===== src/rtl/smbus_ptr_pkg.sv =====
package smbus_ptr_pkg;

  typedef enum logic [2:0] {
    ST_IDLE,
    ST_ADDR,
    ST_ADDR_ACK,
    ST_WR_BYTE,
    ST_WR_ACK,
    ST_RD_BYTE,
    ST_RD_ACK,
    ST_SKIP
  } link_state_t;

  // True when addr falls inside [base, base+count)
  function automatic logic in_window(input logic [7:0] addr, input int base, input int count);
    return (int'(addr) >= base) && (int'(addr) < base + count);
  endfunction

endpackage


===== src/rtl/smbus_line_sync.sv =====
module smbus_line_sync #(
  parameter int STAGES = 2
) (
  input  logic clk,
  input  logic rst_n,
  input  logic line_i,
  output logic level_o,
  output logic rise_o,
  output logic fall_o
);
  logic [STAGES-1:0] pipe_q;
  logic              prev_q;

  always_ff @(posedge clk or negedge rst_n) begin
    if (!rst_n) begin
      pipe_q <= '1;
      prev_q <= 1'b1;
    end else begin
      pipe_q <= {pipe_q[STAGES-2:0], line_i};
      prev_q <= pipe_q[STAGES-1];
    end
  end

  assign level_o = pipe_q[STAGES-1];
  assign rise_o  = level_o & ~prev_q;
  assign fall_o  = ~level_o & prev_q;

  // A rising level must have been a high pad value two samples earlier
  AST_SYNC_LAG: assert property (@(posedge clk) disable iff (!rst_n)
    rise_o |-> $past(line_i, STAGES)) else $error("sync lag");

endmodule


===== src/rtl/smbus_reg_bank.sv =====
module smbus_reg_bank
  import smbus_ptr_pkg::*;
#(
  parameter int NREG      = 4,
  parameter int NSTAT     = 2,
  parameter int WR_BASE   = 16,
  parameter int RD_BASE   = 0,
  parameter int STAT_BASE = 8
) (
  input  logic               clk,
  input  logic               rst_n,
  input  logic               wr_en_i,
  input  logic [7:0]         wr_addr_i,
  input  logic [7:0]         wr_data_i,
  input  logic [7:0]         rd_addr_i,
  input  logic [NSTAT*8-1:0] stat_i,
  output logic [7:0]         rd_data_o,
  output logic [NREG*8-1:0]  regs_o
);
  logic [7:0] bank_q [NREG];

  for (genvar k = 0; k < NREG; k++) begin : g_reg
    always_ff @(posedge clk or negedge rst_n) begin
      if (!rst_n)
        bank_q[k] <= 8'h00;
      else if (wr_en_i && wr_addr_i == 8'(WR_BASE + k))
        bank_q[k] <= wr_data_i;
    end
    assign regs_o[8*k +: 8] = bank_q[k];
  end

  always_comb begin
    rd_data_o = 8'hFF;
    for (int k = 0; k < NREG; k++)
      if (rd_addr_i == 8'(RD_BASE + k)) rd_data_o = bank_q[k];
    for (int j = 0; j < NSTAT; j++)
      if (rd_addr_i == 8'(STAT_BASE + j)) rd_data_o = stat_i[8*j +: 8];
  end

  AST_FOREIGN_WRITE_IGNORED: assert property (@(posedge clk) disable iff (!rst_n)
    (wr_en_i && !in_window(wr_addr_i, WR_BASE, NREG)) |=> $stable(regs_o))
    else $error("write outside map changed a register");

  AST_WRITE_LANDS: assert property (@(posedge clk) disable iff (!rst_n)
    (wr_en_i && in_window(wr_addr_i, WR_BASE, NREG)) |=>
      regs_o[8*(int'($past(wr_addr_i)) - WR_BASE) +: 8] == $past(wr_data_i))
    else $error("write did not land");

endmodule


===== src/rtl/smbus_link_fsm.sv =====
module smbus_link_fsm
  import smbus_ptr_pkg::*;
#(
  parameter logic [6:0] DEV_ADDR  = 7'h4C,
  parameter logic [7:0] PTR_RESET = 8'h00
) (
  input  logic       clk,
  input  logic       rst_n,
  input  logic       scl_rise_i,
  input  logic       scl_fall_i,
  input  logic       sda_lvl_i,
  input  logic       start_i,
  input  logic       stop_i,
  input  logic [7:0] rd_data_i,
  output logic       sda_oe_o,
  output logic [7:0] ptr_o,
  output logic       wr_stb_o,
  output logic [7:0] wr_data_o
);
  localparam logic [3:0] BITS_PER_BYTE = 4'd8;

  link_state_t state_q;
  logic [3:0]  bit_cnt_q;
  logic [7:0]  shift_q;
  logic [1:0]  byte_idx_q;
  logic        is_read_q;

  always_ff @(posedge clk or negedge rst_n) begin
    if (!rst_n) begin
      state_q    <= ST_IDLE;
      bit_cnt_q  <= '0;
      shift_q    <= '0;
      byte_idx_q <= '0;
      is_read_q  <= 1'b0;
      sda_oe_o   <= 1'b0;
      ptr_o      <= PTR_RESET;
      wr_stb_o   <= 1'b0;
      wr_data_o  <= '0;
    end else begin
      wr_stb_o <= 1'b0;
      if (start_i) begin
        state_q    <= ST_ADDR;
        bit_cnt_q  <= '0;
        byte_idx_q <= '0;
        sda_oe_o   <= 1'b0;
      end else if (stop_i) begin
        state_q  <= ST_IDLE;
        sda_oe_o <= 1'b0;
      end else begin
        unique case (state_q)
          ST_ADDR: begin
            if (scl_rise_i) begin
              shift_q   <= {shift_q[6:0], sda_lvl_i};
              bit_cnt_q <= bit_cnt_q + 4'd1;
            end else if (scl_fall_i && bit_cnt_q == BITS_PER_BYTE) begin
              bit_cnt_q <= '0;
              if (shift_q[7:1] == DEV_ADDR) begin
                is_read_q <= shift_q[0];
                sda_oe_o  <= 1'b1;
                state_q   <= ST_ADDR_ACK;
              end else begin
                state_q <= ST_SKIP;
              end
            end
          end
          ST_ADDR_ACK: begin
            if (scl_rise_i) begin
              bit_cnt_q <= 4'd1;
            end else if (scl_fall_i && bit_cnt_q == 4'd1) begin
              bit_cnt_q <= '0;
              if (is_read_q) begin
                shift_q  <= rd_data_i;
                sda_oe_o <= ~rd_data_i[7];
                state_q  <= ST_RD_BYTE;
              end else begin
                sda_oe_o <= 1'b0;
                state_q  <= ST_WR_BYTE;
              end
            end
          end
          ST_WR_BYTE: begin
            if (scl_rise_i) begin
              shift_q   <= {shift_q[6:0], sda_lvl_i};
              bit_cnt_q <= bit_cnt_q + 4'd1;
            end else if (scl_fall_i && bit_cnt_q == BITS_PER_BYTE) begin
              bit_cnt_q <= '0;
              unique case (byte_idx_q)
                2'd0: begin
                  ptr_o      <= shift_q;
                  sda_oe_o   <= 1'b1;
                  byte_idx_q <= 2'd1;
                  state_q    <= ST_WR_ACK;
                end
                2'd1: begin
                  wr_stb_o   <= 1'b1;
                  wr_data_o  <= shift_q;
                  sda_oe_o   <= 1'b1;
                  byte_idx_q <= 2'd2;
                  state_q    <= ST_WR_ACK;
                end
                default: state_q <= ST_SKIP;
              endcase
            end
          end
          ST_WR_ACK: begin
            if (scl_rise_i) begin
              bit_cnt_q <= 4'd1;
            end else if (scl_fall_i && bit_cnt_q == 4'd1) begin
              bit_cnt_q <= '0;
              sda_oe_o  <= 1'b0;
              state_q   <= ST_WR_BYTE;
            end
          end
          ST_RD_BYTE: begin
            if (scl_rise_i) begin
              bit_cnt_q <= bit_cnt_q + 4'd1;
            end else if (scl_fall_i && bit_cnt_q == BITS_PER_BYTE) begin
              bit_cnt_q <= '0;
              sda_oe_o  <= 1'b0;
              state_q   <= ST_RD_ACK;
            end else if (scl_fall_i && bit_cnt_q != 4'd0) begin
              shift_q  <= {shift_q[6:0], 1'b0};
              sda_oe_o <= ~shift_q[6];
            end
          end
          ST_RD_ACK: begin
            // the master's answer is sampled and dropped: one byte per read
            if (scl_rise_i) state_q <= ST_SKIP;
          end
          default: ;
        endcase
      end
    end
  end

  AST_QUIET_WHEN_UNSELECTED: assert property (@(posedge clk) disable iff (!rst_n)
    (state_q == ST_IDLE || state_q == ST_SKIP || state_q == ST_RD_ACK) |-> !sda_oe_o)
    else $error("driving while unselected");

  AST_STOP_RELEASES: assert property (@(posedge clk) disable iff (!rst_n)
    stop_i |=> (!sda_oe_o && state_q == ST_IDLE)) else $error("stop ignored");

  AST_START_RESTARTS: assert property (@(posedge clk) disable iff (!rst_n)
    start_i |=> (state_q == ST_ADDR && bit_cnt_q == 4'd0)) else $error("start ignored");

  AST_ONE_WRITE_PER_XFER: assert property (@(posedge clk) disable iff (!rst_n)
    wr_stb_o |=> (!wr_stb_o && byte_idx_q == 2'd2)) else $error("extra write");

endmodule


===== src/rtl/smbus_ptr_slave.sv =====
module smbus_ptr_slave #(
  parameter logic [6:0] DEV_ADDR  = 7'h4C,
  parameter int         NREG      = 4,
  parameter int         NSTAT     = 2,
  parameter int         WR_BASE   = 16,
  parameter int         RD_BASE   = 0,
  parameter int         STAT_BASE = 8,
  parameter int         SYNC_STAGES = 2
) (
  input  logic               clk,
  input  logic               rst_n,
  input  logic               scl_i,
  input  logic               sda_i,
  output logic               sda_oe_o,
  input  logic [NSTAT*8-1:0] stat_i,
  output logic [NREG*8-1:0]  ctl_regs_o
);
  logic scl_lvl, scl_rise, scl_fall;
  logic sda_lvl, sda_rise, sda_fall;
  logic start_det, stop_det;
  logic [7:0] ptr, wr_data, rd_data;
  logic wr_stb;

  smbus_line_sync #(.STAGES(SYNC_STAGES)) u_scl_sync (
    .clk(clk), .rst_n(rst_n), .line_i(scl_i),
    .level_o(scl_lvl), .rise_o(scl_rise), .fall_o(scl_fall));

  smbus_line_sync #(.STAGES(SYNC_STAGES)) u_sda_sync (
    .clk(clk), .rst_n(rst_n), .line_i(sda_i),
    .level_o(sda_lvl), .rise_o(sda_rise), .fall_o(sda_fall));

  assign start_det = sda_fall & scl_lvl;
  assign stop_det  = sda_rise & scl_lvl;

  smbus_link_fsm #(.DEV_ADDR(DEV_ADDR), .PTR_RESET(8'h00)) u_fsm (
    .clk(clk), .rst_n(rst_n),
    .scl_rise_i(scl_rise), .scl_fall_i(scl_fall), .sda_lvl_i(sda_lvl),
    .start_i(start_det), .stop_i(stop_det), .rd_data_i(rd_data),
    .sda_oe_o(sda_oe_o), .ptr_o(ptr), .wr_stb_o(wr_stb), .wr_data_o(wr_data));

  smbus_reg_bank #(
    .NREG(NREG), .NSTAT(NSTAT), .WR_BASE(WR_BASE),
    .RD_BASE(RD_BASE), .STAT_BASE(STAT_BASE)
  ) u_bank (
    .clk(clk), .rst_n(rst_n), .wr_en_i(wr_stb), .wr_addr_i(ptr),
    .wr_data_i(wr_data), .rd_addr_i(ptr), .stat_i(stat_i),
    .rd_data_o(rd_data), .regs_o(ctl_regs_o));

endmodule


===== config.mk =====
export PLATFORM = sky130hd
export DESIGN_NAME = smbus_ptr_slave
export DESIGN_NICKNAME = d
export VERILOG_FILES = /design/src/rtl/smbus_ptr_pkg.sv /design/src/rtl/smbus_line_sync.sv /design/src/rtl/smbus_reg_bank.sv /design/src/rtl/smbus_link_fsm.sv /design/src/rtl/smbus_ptr_slave.sv
export SDC_FILE = /design/constraint.sdc
export NUM_CORES = 1
export LEC_CHECK = 0
export ABC_AREA = 1
export BUFFER_PORTS_ARGS = -buffer_cell sky130_fd_sc_hd__buf_4
export CAP_MARGIN = 20
export CORE_MARGIN = 4
export CORE_UTILIZATION = 34
export DETAILED_ROUTE_END_ITERATION = 7
export GPL_TIMING_DRIVEN = 0
export SLEW_MARGIN = 40
export SYNTH_ARGS = -nofsm -noshare
export SYNTH_HDL_FRONTEND = slang
export SYNTH_HIERARCHICAL = 1
export SYNTH_SLANG_ARGS = --single-unit
export TNS_END_PERCENT = 20

===== constraint.sdc =====
create_clock -name clk -period 1.6 [get_ports clk]
set_input_delay 0.08 -clock clk [delete_from_list [all_inputs] [get_ports clk]]
set_output_delay 0.08 -clock clk [all_outputs]
set_load 0.01 [all_outputs]

# Word-level counts from Yosys, hierarchy flattened
# Cells that the tools add are included.
# totals
input_bits	20
wordCells	173
output_inout_bits	33
register_bits	74
# op_classes
n_bitwise	15
n_eq_ne	44
addsub	1
reduce_logical	29
mux	67
# op_table
op	n
8-bit two-way mux	13
3-bit two-way mux	15
8-bit by 5-bit equality test with 1-bit output, second input constant	4
4-bit != test, second input constant	7
4-bit two-way mux	6
4-bit by 3-bit != test with 1-bit output, second input constant	6
8-bit one-hot mux with 3 select lines	1
1-bit two-way mux	22
3-bit one-hot mux with 6 select lines	1
6-bit AND reduction	3
8-bit by 2-bit equality test with 1-bit output, second input constant	2
8-bit by 4-bit equality test with 1-bit output, second input constant	2
13-bit AND reduction	1
2-bit two-way mux	6
12-bit AND reduction	1
2-bit by 1-bit != test with 1-bit output, second input constant	5
10-bit AND reduction	1
3-bit equality test, second input constant	3
1-bit inverter	9
3-bit nonzero test	3
8-bit by 1-bit equality test with 1-bit output, second input constant	1
8-bit logical NOT	1
2-bit != test, second input constant	4
4-bit by 1-bit != test with 1-bit output, second input constant	2
other kinds (22)	37

# Longest topological paths before layout
# logic_depth
depth_word	14
ltp_mapped	14
ltp_nobuf	14

# By module
# The synthesis kept the hierarchy.
# modules_own_cells
module	instances	area_each_um2	cells_each	seq_area_each_um2
smbus_link_fsm	1	2180.8	268	900.9
smbus_reg_bank	1	1969.4	248	800.8
smbus_line_sync	2	93.8	7	78.8
smbus_ptr_slave	1	15.0	4	0.0

# Worst setup path before layout
# No wires, ideal clock.
# synth_timing
path_type	register -> register
start	register u_sda_sync.pipe_q[1]
end	register u_fsm.wr_data_o[7]
required_ns	1.482
path_slack_ns	-0.132
setup_ns	0.118
stages_incl_launch_ff	11
arrival_ns	1.614
path_buffers	1
period_less_slack_ns	1.732
cell_sequence	dfstp_2 nor2_1 nand2_1 inv_1 nor2_4 inv_2 nor3_4 nand3_4 buf_6 nand2_1 o21ai_2
# synth_between
elab_chain_len	5
word_cells_on_any_way	8
cone_classes	bitwise: 7; reduce/logical: 1
# synth_rtl
item	line	rtl
start: declaration	smbus_line_sync.sv:11	logic [STAGES-1:0] pipe_q;
start signal: assignment	smbus_line_sync.sv:19	pipe_q <= {pipe_q[STAGES-2:0], line_i};
1-bit inverter	smbus_line_sync.sv:26	assign fall_o = ~level_o & prev_q;
1-bit AND	smbus_line_sync.sv:26	
net sda_fall	smbus_ptr_slave.sv:19	logic sda_lvl, sda_rise, sda_fall;
1-bit AND	smbus_ptr_slave.sv:32	assign start_det = sda_fall & scl_lvl;
net start_det	smbus_ptr_slave.sv:20	logic start_det, stop_det;
1-bit inverter (no line)	n/a	
6-bit AND reduction (no line)	n/a	
end signal: assignment	smbus_link_fsm.sv:96	wr_data_o <= shift_q;
end: declaration	smbus_link_fsm.sv:18	output logic [7:0] wr_data_o
# The timed path passes the listed nets, and every way through them passes these cells.
# A chain may end at the register's enable or synchronous reset.

# Worst setup path after layout
# layout_timing
start	register u_sda_sync.pipe_q[1]
end	register u_fsm.ptr_o[2]
# layout_between
elab_chain_len	5
word_cells_on_any_way	8
cone_classes	bitwise: 7; reduce/logical: 1
# layout_rtl
item	line	rtl
1-bit inverter	smbus_line_sync.sv:26	
1-bit AND	smbus_line_sync.sv:26	
net sda_fall	smbus_ptr_slave.sv:19	
1-bit AND	smbus_ptr_slave.sv:32	
net start_det	smbus_ptr_slave.sv:20	
1-bit inverter (no line)	n/a	
6-bit AND reduction (no line)	n/a	
end signal: assignment	smbus_link_fsm.sv:89	ptr_o <= shift_q;
end: declaration	smbus_link_fsm.sv:16	output logic [7:0] ptr_o,
# The timed path passes the listed nets, and every way through them passes these cells.

==> key figures <==
Clock tree
  – CTS Buffer Depth: 2
  – Clock latency on the worst-skew pair: 340 ps
  – H-tree levels: 3
  – CTS Buf Count: 9
  – CTS tree: done
  – CTS clk-pin slew, worst paths: 60 ps
  – Root Buffer: clkbuf_16
  – CTS sink cnt: 74

Global routing
  – First-pass GRT wire length: 19,920 um
  – Largest net degree at the start of global routing: 75
  – Vias in the first global route: 3,906
  – GRT overflow: 0
  – Gr usage total: 17.19%
  – Antenna violations before repair: 0

Timing
  – RSZ-0062 raised after global routing: yes
  – Final setup margin: -208.3 ps
  – Final period utilization: 113.0%
  – WHS: 233.0 ps
  – Worst Tran Pin Value: 686.5 ps
  – Slew headroom: 54.23%
  – Final setup violating endpoints: 49
  – Max Clk Rate: 553.0 MHz
  – Hold Fails Final Rpt: 0
  – Min Tclk post-route: 1808 ps
  – Clock skew: 7.949 ps
  – Slew Viols, Final: 0

Finish
  – Fillers: 1,200
  – Synth-to-layout area growth: 35.70%
  – # nets final: 658
  – Leading cell type in the layout, fill and taps excluded: nand2_1
  – Fin cells: 811
  – # diodes: 0
  – Final Util: 47.00%
  – Share of cells above drive strength 1: 41.78%
  – Most frequent cells in the layout: nand2_1, buf_4, dfrtp_1

Yosys
  – Post-synth top area share: 39.09%
  – Cell area after synthesis: 4353 sq um
  – Yosys reg bits: 74
  – Syn Area/Cell: 8.152 sq um
  – Yosys cell types: 42
  – Seq/Total Area, Yosys: 42.71%
  – Post-Synthesis Cells: 534
  – Ranking of synthesized cells by area: dfrtp_1, nand2_1, o21ai_2
  – Synth area leader: dfrtp_1
  – Syn_nets: 557
  – Synth warn: 6

Power
  – Internal Power: 4111 uW
  – Sw Share: 37.57%
  – Leakage power: 0.002793 uW
  – Net Switching: 2474 uW
  – Worst vdd ir: 0.4472 mV
  – Power share of the clock group: 31.0%
  – Seq pwr share: 32.5%
  – Logic pwr share: 36.5%
  – Power Density: 1115 nW/um^2

Floorplanning
  – IO Pins: 53
  – Row count: 41
  – Die area: 14,680 sq um
  – Die Span X: 121.2 um
  – Total core area: 12,570 sq um
  – Initial Util: 34.63%
  – Die H: 121.2 um

Drt
  – DR iter-0 viols: 245
  – DR WL/cell: 14.90 um
  – Drt pass-1 iters: 5
  – Vias: 3,915
  – Drt total wl: 12,090 um
  – Antenna viol nets, final: 0
  – DRC Markers: 0
  – Vias per Instance: 4.827

Placement
  – Routability Congestion: 0.8769
  – Dpl ws: -399.5 ps
  – HPWL after DPL: 8446 um
  – PortBufs: 52
  – Placed cells: 758

Job
  – Maxcap violations: 0

Setup path
  – Worst setup EP type: register
  – Worst setup path category: register to register
  – Kind of launch point of the worst setup path: register
  – CP bufs+invs: 4
  – Largest delay contributor family on the critical path: simple AND/OR/NAND/NOR gates
  – Worst Path Required: 1820 ps
  – Largest fanout on the critical path: 10
  – CP max stage cell: dfstp_2
  – Worst path cell trace: nor2_1, nand2_1, inv_4, nor2_4, inv_4, nor3_4, buf_4, nand2_4, buf_6, nand2_1, o21ai_1
  – CP max stage delay: 550 ps
  – WP data arrival: 2030 ps

Outcome
  – Outcome: finished with violations
  – Failing checks: negative setup slack

Min path
  – Worst min path class: input pin to register
flip-flops by register name (all words and copies together) (netlist names):
| register | flops |
|---|---|
| u_fsm/shift_q | 8 |
| u_fsm/ptr_o | 8 |
| u_sda_sync/pipe_q | 2 |
| u_fsm/state_q | 3 |
| u_scl_sync/prev_q | 1 |
| u_fsm/byte_idx_q | 2 |
| u_scl_sync/pipe_q | 2 |
| u_fsm/wr_stb_o | 1 |
| u_bank/regs_o | 32 |
| u_sda_sync/prev_q | 1 |
| u_fsm/bit_cnt_q | 4 |
| u_fsm/sda_oe_o | 1 |
| u_fsm/wr_data_o | 8 |
| u_fsm/is_read_q | 1 |
what timing repair did:
| item | 4_1_cts | 5_1_grt |
|---|---|---|
| cloned | 1 | 0 |
| resized for setup | 51 | 30 |
| setup buffers | 30 | 4 |
| endpoints found under the hold margin | 70 | 0 |
| pin swaps | 18 | 16 |
| endpoints found under the setup margin | 34 | 68 |
| hold buffers | 3 | 0 |
path summary, 6_finish.rpt:
check / startpoint / endpoint / slack [ps] / depth (start not counted)
max in group asynchronous: rst_n / u_fsm/ptr_o[0] / 770 / 2
min: stat_i[11] / u_fsm/shift_q[3] / 230 / 7
max reg2reg: u_sda_sync/pipe_q[1] / u_fsm/ptr_o[2] / -210 / 11
max: u_sda_sync/pipe_q[1] / u_fsm/ptr_o[2] / -210 / 11
min reg2reg: u_scl_sync/pipe_q[0] / u_scl_sync/pipe_q[1] / 350 / 0
min in group asynchronous: rst_n / u_fsm/state_q[2] / 340 / 2
power groups by stage:
stage / Clock (uW) / Sequential (uW) / Combinational [uW]
4_1_cts: 2090 / 2140 / 2330
6_report: 2040 / 2140 / 2400
3_5_place_dp: 0 / 2170 / 2200
5_1_grt: 2170 / 2150 / 2700
2_1_floorplan: 0 / 2150 / 1720
3_3_place_gp: 0 / 2160 / 2170
cell families (layout without fill, tap and decap cells):
logic type | after synthesis | in the layout | synth area share [%]
XOR/XNOR | 1 | 1 | 0.2012
AND/OR/NAND/NOR | 288 | 288 | 33.46
AO/OA/AOI/OAI | 82 | 82 | 13.80
flip-flops | 74 | 74 | 42.71
buffers and inverters | 86 | 191 | 8.968
adder cells (fa/ha/maj) | 3 | 3 | 0.8624
per-stage QoR:
step	TNS (ps)	area [sq um]	power, uW
after detailed placement	-6617	5015	4368
after CTS	-4509	5772	6556
final	-5319	5907	6585
after global placement	-5795	5011	4330
after global routing	-10530	5907	7021
after floorplan	-12.43	4405	3863
per-layer routing:
| metal | track usage, % | up-vias | share of wire, % |
|---|---|---|---|
| met5 | 0 | - | 0 |
| met1 | 23.30 | 1890 | 46 |
| li1 | - | 1914 | - |
| met3 | 2.937 | 15 | 4.2 |
| met4 | 5.742 | 0 | 1.5 |
| met2 | 27.96 | 96 | 49 |
synth_stat cells, drive strengths merged:
cell and n:
inv 75, dfstp 6, nor3b 2, ha 3, o21a 1, nand4 7
nor2 56, buf 10, nand3 51, dfrtp 68, or2 4, a21oi 9
nand3b 4, a31oi 1, nor3 5, nand2 159, o211ai 1, xor2 1
o21ai 70, clkinv 1
tightest hold or removal path, delay by kind of cell:
| family | cells | cell delay [ps] |
|---|---|---|
| AO/OA/AOI/OAI | 2 | 170 |
| buffers and inverters | 1 | 80 |
| AND/OR/NAND/NOR | 4 | 200 |
area by class of cell:
class                   instances  area (sq um)  share of cell area [%]
clock buffers                  11         242.7                   4.109
flip-flops and latches         74          1866                   31.58
clock inverters                 4         51.30                  0.8685
repair buffers                 90         760.7                   12.88
multi-input cells             374          2335                   39.53
plain buffers                  10         131.4                   2.224
inverters                      76         305.3                   5.168
well taps                     172         215.2                   3.643
Power figures use the tool's default switching activity.
